[config.mk]
export PLATFORM = sky130hd
export DESIGN_NAME = opm_opcode_matcher
export DESIGN_NICKNAME = d
export VERILOG_FILES = /design/src/rtl/opm_pkg.sv /design/src/rtl/opm_slot_lane.sv /design/src/rtl/opm_lowest_pick.sv /design/src/rtl/opm_opcode_matcher.sv
export SDC_FILE = /design/constraint.sdc
export NUM_CORES = 1
export LEC_CHECK = 0
export BUFFER_PORTS_ARGS = -buffer_cell sky130_fd_sc_hd__buf_2
export CAP_MARGIN = 10
export CORE_MARGIN = 1
export CORE_UTILIZATION = 42
export CTS_BUF_LIST = sky130_fd_sc_hd__clkbuf_4
export DETAILED_ROUTE_END_ITERATION = 10
export GPL_TIMING_DRIVEN = 0
export HOLD_SLACK_MARGIN = 0.12
export PLACE_DENSITY = 0.8
export RECOVER_POWER = 100
export SLEW_MARGIN = 20
export SYNTH_ARGS = -nofsm -noshare
export SYNTH_HDL_FRONTEND = slang
export SYNTH_HIERARCHICAL = 1
export SYNTH_SLANG_ARGS = --single-unit
[constraint.sdc]
create_clock -name sck -period 5.4 [get_ports sck]
set_input_delay 0.27 -clock sck [delete_from_list [all_inputs] [get_ports sck]]
set_output_delay 0.27 -clock sck [all_outputs]
set_load 0.03 [all_outputs]
[src/rtl/opm_pkg.sv]
package opm_pkg;

  // Resolution phase of the current transaction
  typedef enum logic [1:0] {
    PH_COLLECT = 2'd0,
    PH_HIT     = 2'd1,
    PH_MISS    = 2'd2
  } opm_phase_e;

endpackage

[src/rtl/opm_slot_lane.sv]
// One candidate bit for one table slot, narrowed bit by bit.
module opm_slot_lane #(
  parameter int unsigned OpBits = 8,
  parameter int unsigned BeatW  = 4
) (
  input  logic              sck,
  input  logic              cs_n,
  input  logic              sdi,
  input  logic              step_en,
  input  logic [BeatW-1:0]  beat,
  input  logic [OpBits-1:0] opcode,
  input  logic              valid,
  input  logic              upload,
  output logic              alive,
  output logic              last_hit,
  output logic              up_alive
);
  localparam int unsigned PosW = (OpBits > 1) ? $clog2(OpBits) : 1;

  logic [PosW-1:0] pos;
  logic            alive_q, alive_d;

  // MSB first: beat 0 compares the top opcode bit
  assign pos = PosW'(OpBits - 1) - PosW'(beat);

  always_comb begin
    alive_d = alive_q;
    if (step_en) alive_d = alive_q & valid & (opcode[pos] == sdi);
  end

  always_ff @(posedge sck or posedge cs_n) begin
    if (cs_n) alive_q <= 1'b1;
    else      alive_q <= alive_d;
  end

  assign alive    = alive_q;
  // final beat: a single-bit test on the surviving candidate
  assign last_hit = alive_q & valid & (opcode[0] == sdi);
  assign up_alive = alive_q & valid & upload;

endmodule

[src/rtl/opm_lowest_pick.sv]
// Lowest-index select over the final candidate vector.
module opm_lowest_pick #(
  parameter int unsigned N    = 24,
  parameter int unsigned IdxW = 5
) (
  input  logic [N-1:0]    req,
  output logic            any,
  output logic [IdxW-1:0] idx
);
  always_comb begin
    idx = '0;
    for (int i = N - 1; i >= 0; i--) begin
      if (req[i]) idx = IdxW'(i);
    end
  end

  assign any = |req;

endmodule

[src/rtl/opm_opcode_matcher.sv]
module opm_opcode_matcher
  import opm_pkg::*;
#(
  parameter int unsigned NumSlots = 24,
  parameter int unsigned OpBits   = 8,
  localparam int unsigned IdxW    = (NumSlots > 1) ? $clog2(NumSlots) : 1,
  localparam int unsigned BeatW   = $clog2(OpBits + 1)
) (
  input  logic                       sck,
  input  logic                       cs_n,
  input  logic                       sdi,
  input  logic [NumSlots*OpBits-1:0] slot_opcode,
  input  logic [NumSlots-1:0]        slot_valid,
  input  logic [NumSlots-1:0]        slot_upload,
  output logic                       match_valid,
  output logic [IdxW-1:0]            match_idx,
  output logic                       nomatch,
  output logic                       dispatch_en,
  output logic                       upload_en
);
  localparam logic [BeatW-1:0] LastBeat = BeatW'(OpBits - 1);

  opm_phase_e       phase_q, phase_d;
  logic [BeatW-1:0] beat_q, beat_d;
  logic [IdxW-1:0]  idx_q, idx_d;
  logic             upfin_q, upfin_d;
  logic             disp_q, disp_d;
  logic             arm_q, arm_d;

  logic                collecting, step_en, last_beat;
  logic [NumSlots-1:0] alive, last_hit, up_alive;
  logic                pick_any;
  logic [IdxW-1:0]     pick_idx;

  assign collecting = (phase_q == PH_COLLECT);
  assign step_en    = collecting && (beat_q < LastBeat);
  assign last_beat  = collecting && (beat_q == LastBeat);

  // Per-slot candidate lanes
  for (genvar g = 0; g < NumSlots; g++) begin : g_lane
    opm_slot_lane #(.OpBits(OpBits), .BeatW(BeatW)) u_lane (
      .sck      (sck),
      .cs_n     (cs_n),
      .sdi      (sdi),
      .step_en  (step_en),
      .beat     (beat_q),
      .opcode   (slot_opcode[g*OpBits +: OpBits]),
      .valid    (slot_valid[g]),
      .upload   (slot_upload[g]),
      .alive    (alive[g]),
      .last_hit (last_hit[g]),
      .up_alive (up_alive[g])
    );
  end

  opm_lowest_pick #(.N(NumSlots), .IdxW(IdxW)) u_pick (
    .req (last_hit),
    .any (pick_any),
    .idx (pick_idx)
  );

  // Rising-edge next state
  always_comb begin
    phase_d = phase_q;
    beat_d  = beat_q;
    idx_d   = idx_q;
    upfin_d = upfin_q;
    disp_d  = 1'b0;
    if (collecting) beat_d = beat_q + BeatW'(1);
    if (last_beat) begin
      phase_d = pick_any ? PH_HIT : PH_MISS;
      idx_d   = pick_idx;
      upfin_d = pick_any & slot_upload[pick_idx];
      disp_d  = pick_any;
    end
  end

  always_ff @(posedge sck or posedge cs_n) begin
    if (cs_n) begin
      phase_q <= PH_COLLECT;
      beat_q  <= '0;
      idx_q   <= '0;
      upfin_q <= 1'b0;
      disp_q  <= 1'b0;
    end else begin
      phase_q <= phase_d;
      beat_q  <= beat_d;
      idx_q   <= idx_d;
      upfin_q <= upfin_d;
      disp_q  <= disp_d;
    end
  end

  // Falling-edge early upload decision after seven bits
  always_comb begin
    arm_d = arm_q;
    if (last_beat) arm_d = |up_alive;
  end

  always_ff @(negedge sck or posedge cs_n) begin
    if (cs_n) arm_q <= 1'b0;
    else      arm_q <= arm_d;
  end

  assign match_valid = (phase_q == PH_HIT);
  assign nomatch     = (phase_q == PH_MISS);
  assign match_idx   = idx_q;
  assign dispatch_en = disp_q;
  assign upload_en   = arm_q & (collecting | upfin_q);

endmodule

==> results of run 1 <==
[cell usage after synthesis (2+ instances only)]
| cell | count |
|---|---|
| dfrtp_1 | 13 |
| and3_1 | 48 |
| o311ai_0 | 2 |
| nor4b_2 | 2 |
| mux2i_1 | 30 |
| o21bai_1 | 3 |
| o221ai_1 | 24 |
| dfstp_2 | 24 |
| nor2_1 | 12 |
| xnor2_1 | 26 |
| nand3_1 | 25 |
| nor4_1 | 9 |
| mux2_1 | 6 |
| a21o_1 | 2 |
| o211ai_1 | 2 |
| o21ai_0 | 3 |
| inv_1 | 52 |
| a21oi_1 | 3 |
| nand4_1 | 2 |
| nand4b_1 | 24 |
| mux4_2 | 53 |
| buf_4 | 2 |
| nand2_1 | 7 |
| nor2b_1 | 6 |
| nor3_1 | 4 |
[final cells by class]
type | count | area [um2]
buffer | 3 | 15.0
clock buffer | 5 | 37.5
clock inverter | 3 | 68.8
fill | 866 | 3960
inverter | 52 | 195
multi-input combinational | 311 | 3110
sequential | 38 | 987
tap | 133 | 166
timing repair buffer | 258 | 1330
[final timing paths]
| kind | startpoint | end | cells past startpoint |
|---|---|---|---|
| max | beat_q[0] | arm_q | 5 |
| min | slot_valid[22] | g_lane[22].u_lane/alive | 3 |
| max reg2reg | beat_q[0] | arm_q | 5 |
| min reg2reg | arm_q | arm_q | 2 |
| max in group asynchronous | cs_n | arm_q | 2 |
| min in group asynchronous | cs_n | g_lane[20].u_lane/alive | 2 |
[placed cells by master, fill, tap and decap left out, types with 3 or more instances in the layout]
master,n
a21oi_1,3
and3_1,48
buf_2,240
clkbuf_1,16
clkbuf_4,5
dfrtp_1,10
dfstp_2,24
inv_1,52
mux2_1,6
mux2i_1,30
mux4_2,53
nand2_1,7
nand3_1,25
nand4b_1,24
nor2_1,12
nor2b_1,6
nor3_1,4
nor4_1,9
o21ai_0,4
o21bai_1,3
o221ai_1,24
xnor2_1,26
[critical path, delay by kind of cell (launching register included)]
| kind | cells | cell delay, ps |
|---|---|---|
| AND/OR/NAND/NOR | 1 | 210 |
| AO/OA/AOI/OAI | 1 | 70 |
| buffers and inverters | 2 | 470 |
| adder cells (fa/ha/maj) | 1 | 240 |
| flip-flops | 1 | 760 |
[per-layer routing]
metal  wire length [um]  track usage (%)  vias up
met5                  0                0        -
met3                887             4.03       20
li1                   -                -     2160
met4                180             5.42        0
met2               7600             52.1      195
met1               5790             32.8     2243
[metrics by stage]
step	setup slack [ps]	hold WS (ps)	instances
floorplan	569	159	404
global placement	-2410	467	788
detailed placement	753	477	795
CTS	697	144	803
global route	563	198	803
finish	778	201	803
[sequential cells by signal (all words and copies together), names as in the netlist]
name,cells
match_idx,5
arm_q,1
beat_q,4
upfin_q,1
phase_q,2
g_lane.u_lane/alive,24
dispatch_en,1
[power by group through the flow]
stage	logic [W]	registers [W]	clock network (W)
after floorplan	0.000523	0.000526	0
after global placement	0.000723	0.000544	0
after detailed placement	0.000758	0.000549	0
after CTS	0.000759	0.000544	0.000260
after global routing	0.000809	0.000567	0.000271
final	0.000734	0.000547	0.000252
[cell families (layout without fill, tap and decap cells)]
group                      Yosys count  in the layout  share of synthesized area [%]
and+or+nand+nor                    148            148                           21.9
muxes                               89             89                           36.1
buffers and inverters               55            321                           5.12
AOI/OAI and AO/OA                   46             46                           8.45
DFF                                 38             38                           22.7
xor gates and xnor gates            27             27                           5.47
adders and majority gates            1              1                          0.289
==> results.json, run 1 <==
{
  "syn_area_um2": 4320,
  "synth_top_area_share_pct": 27.6,
  "power.density_nw_per_um2": 259,
  "arrival_ps": 2120,
  "drtPass1Iterations": 5,
  "dr.first_iter.drc_count": 211,
  "postCtsHoldBufs": 0,
  "clk_pin_slew_ps": 140,
  "final_area_um2": 5910,
  "wirelength_um": 14500,
  "maxSlewHeadroom_pct": 11.5,
  "syn2layout_area_growth_pct": 36.7,
  "end_kind": "register",
  "critical-path-max-stage-delay_ps": 760,
  "antenna_found_initial": 0,
  "cp_cell_sequence": "buf_12 -> ha_1 -> and4b_1 -> buf_4 -> a21oi_1",
  "dpl_cell_area_um2": 5850,
  "async_reset_ff_share_pct": 100,
  "rows": 36,
  "cts_buffer_depth": 2,
  "numCtsBuffers": 5,
  "place.gp.congestion": 0.843,
  "final_nets": 913,
  "die_x_um": 103,
  "ys.warnings.count": 6,
  "clockPowerShare_pct": 16.5,
  "drc": 0,
  "switching_share_pct": 36.6,
  "power_switching_w": 0.000561,
  "crit_required_ps": 2890,
  "ant_nets": 0,
  "synth-seq-cells": 38,
  "yosys-top-cells-area": "mux4_2 (28%), dfstp_2 (15%), dfrtp_1 (7.5%)",
  "num_vias": 4618,
  "ff2ff_setup_slack_ps": 780,
  "path_max_fanout": 29,
  "rsz0062_at_grt": "no",
  "diodes": 0,
  "utilization_pct": 59.9,
  "cts.sinks": 38,
  "synth_cell_types": 45,
  "vias_per_cell": 5.75,
  "die_h_um": 103,
  "portBuffers": 251,
  "ys_seq_area_share_pct": 22.7,
  "grt_pass1_wl_um": 22300,
  "ys.flop_type": "dfstp_2",
  "drv_slew": 0,
  "htreeDepth": 2,
  "coreArea_um2": 9860,
  "die-area_um2": 10700,
  "syn-instance-count": 404,
  "leakagePower_nw": 2.72,
  "setup_viol": 0,
  "wire_per_inst_um": 18.0,
  "cap_viol_max_count": 0,
  "grt_max_degree": 73,
  "yosysTopAreaCell": "mux4_2",
  "totalPowerFinal_w": 0.00153,
  "finalHoldViolCount": 0,
  "worst_setup_path_start_kind": "register",
  "start_util_pct": 43.8,
  "status": "complete, no violations",
  "skew_ps": 17.7,
  "cts_resized": 0,
  "grt-ovfl-total": 0,
  "root_buffer": "clkbuf_4",
  "cts_tree": "done",
  "slowest_stage": "dfrtp_4",
  "crit_type": "register to register",
  "post-dp-hpwl_um": 12000,
  "cts_setup_buffers": 0,
  "grt_usage_pct": 27.4,
  "min_path_type": "input pin to register",
  "syn_avg_cell_area_um2": 10.7,
  "clk-insertion-delay-late_ps": 350,
  "max_slew.worst_pin.slew_ps": 1330,
  "drive_gt1_share_pct": 50.3,
  "pwr-share-seq_pct": 35.7,
  "fin_tns_setup_ps": 0,
  "synth_edf_count": 0,
  "vdd_ir_drop_max_uv": 149,
  "num_io_pins": 252,
  "grt_pass1_vias": 4743,
  "power_frac_comb_pct": 47.9,
  "syn-num-nets": 648,
  "internal-power_w": 0.000972
}
No activity file was read; power rests on OpenSTA's default activity.
==> run 2, diff against run 1 <==
Clock period 5.4 ns to 3.8 ns, I/O delays scaled along.
==> results.json, run 2 (synthesis gave the netlist of run 1 again) <==
{
  "status": "complete, no violations",
  "crit_required_ps": 2100,
  "syn2layout_area_growth_pct": 40.9,
  "vdd_ir_drop_max_uv": 189,
  "post-dp-hpwl_um": 11300,
  "worst_setup_path_start_kind": "input pin",
  "nFillCells": 865,
  "switching_share_pct": 36.2,
  "num_vias": 4786,
  "num_io_pins": 252,
  "start_util_pct": 43.8,
  "portBuffers": 251,
  "clk_pin_slew_ps": 140,
  "final_cell_mix": "buf_2 (239), mux4_2 (53), inv_1 (52)",
  "vias_per_cell": 5.82,
  "finalHoldWorstSlack_ps": 125,
  "finalHoldViolCount": 0,
  "final_common_cell": "buf_2",
  "drive_gt1_share_pct": 49.0,
  "slowest_stage": "dlygate4sd3_1",
  "setup_viol": 0,
  "drc": 0,
  "cts.sinks": 38,
  "power_frac_comb_pct": 48.3,
  "root_buffer": "clkbuf_4",
  "rows": 36,
  "power.density_nw_per_um2": 363,
  "leakagePower_nw": 2.80,
  "drtPass1Iterations": 4,
  "place_inst": 792,
  "die_h_um": 103,
  "pwr-share-seq_pct": 35.2,
  "ant_nets": 0,
  "place.gp.congestion": 0.823,
  "largest_reg_flops": 24,
  "rsz0062_at_grt": "no",
  "arrival_ps": 2000,
  "clk-insertion-delay-late_ps": 360,
  "maxSlewHeadroom_pct": 8.64,
  "htreeDepth": 2,
  "die-area_um2": 10700,
  "final_cells": 822,
  "grt_pass1_vias": 4746,
  "end_kind": "register",
  "grt_pass1_wl_um": 22500,
  "grt_max_degree": 73,
  "max_slew.worst_pin.slew_ps": 1370,
  "drv_slew": 0,
  "cp_cell_sequence": "dlygate4sd3_1 -> clkbuf_1 -> and3_1 -> nor4_1 -> nand4_1 -> nor2_1 -> a21oi_1",
  "grt-ovfl-total": 0,
  "internal-power_w": 0.00141,
  "dr.first_iter.drc_count": 230,
  "grt_usage_pct": 27.8,
  "final_nets": 931,
  "cts_tree": "done",
  "antenna_found_initial": 1,
  "crit_type": "input pin to register",
  "wirelength_um": 14900,
  "cts_buffer_depth": 2,
  "ff2ff_setup_slack_ps": 200,
  "wire_per_inst_um": 18.2,
  "path_max_fanout": 4,
  "power_switching_w": 0.000801,
  "clockPowerShare_pct": 16.4,
  "coreArea_um2": 9860,
  "numCtsBuffers": 5,
  "die_x_um": 103,
  "skew_ps": 22.7,
  "cap_viol_max_count": 0,
  "min_path_type": "input pin to register",
  "critical-path-max-stage-delay_ps": 540
}
==> run 2: changes by cell type in the layout (fill, tap and decap cells not counted) <==
cell	change
dfrtp_4	+2
buf_6	+1
nor4b_1	-1
buf_2	-1
nor4b_2	+1
dlygate4sd3_1	+19
dfrtp_2	-2
diode_2	+1
buf_16	-1
==> run 2: layout make-up <==
| type | count | area [um2] | share of cell area, % |
|---|---|---|---|
| multi-input cells | 311 | 3120 | 51.2 |
| repair buffers | 276 | 1490 | 24.5 |
| diodes | 1 | 2.50 | 0.0411 |
| well taps | 133 | 166 | 2.73 |
| inverters | 52 | 195 | 3.20 |
| plain buffers | 3 | 22.5 | 0.370 |
| clock buffers | 5 | 37.5 | 0.616 |
| clock inverters | 3 | 68.8 | 1.13 |
| flip-flops and latches | 38 | 992 | 16.3 |
==> run 2: metal layers <==
| layer | wire length [um] | track usage, % | vias to the layer above | part of all wire, % |
|---|---|---|---|---|
| met1 | 5720 | 32.8 | 2332 | 38 |
| met5 | 0 | 0 | - | 0 |
| met2 | 7870 | 51.3 | 226 | 53 |
| met3 | 1100 | 4.84 | 25 | 7.3 |
| li1 | - | - | 2203 | - |
| met4 | 245 | 8.34 | 0 | 1.6 |
==> run 2: final timing paths <==
check,start,endpoint,cells past startpoint
worst max-delay path,slot_valid[19],arm_q,7
worst min-delay path,slot_valid[4],g_lane[4].u_lane/alive,3
worst max register to register,beat_q[1],arm_q,4
worst min register to register,arm_q,arm_q,2
max in group asynchronous,cs_n,arm_q,3
min in group asynchronous,cs_n,g_lane[10].u_lane/alive,3
==> run 2: power by group through the flow <==
| stage | clock network [W] | registers [W] | logic [W] |
|---|---|---|---|
| floorplan | 0 | 0.000747 | 0.000743 |
| global placement | 0 | 0.000770 | 0.00102 |
| detailed placement | 0 | 0.000787 | 0.00105 |
| CTS | 0.000373 | 0.000777 | 0.00108 |
| global route | 0.000390 | 0.000809 | 0.00118 |
| finish | 0.000363 | 0.000780 | 0.00107 |
==> run 2: timing repair <==
action / CTS / global route
pin swaps: 0 / 0
resized for setup: 2 / 0
setup buffers: 1 / 1
setup endpoints to repair: 1 / 1
hold buffers: 17 / 2
hold endpoints to repair: 40 / 2
==> run 2: metrics by stage <==
step	worst slack [ps]	area, um2	util [%]	power, W	setup TNS, ps
after floorplan	115	4330	-	0.00149	0
after global placement	-1880	5750	58.3	0.00179	-44830
after detailed placement	-164	5780	58.6	0.00184	-164
after CTS	70.3	6080	61.7	0.00223	0
after global routing	36.8	6090	61.8	0.00238	0
final	97.9	6090	61.8	0.00221	0
==> run 2: critical path, delay by kind of cell <==
kind	cells	cell delay [ps]
compound gates	1	70
buf+inv	2	670
simple gates	4	1060
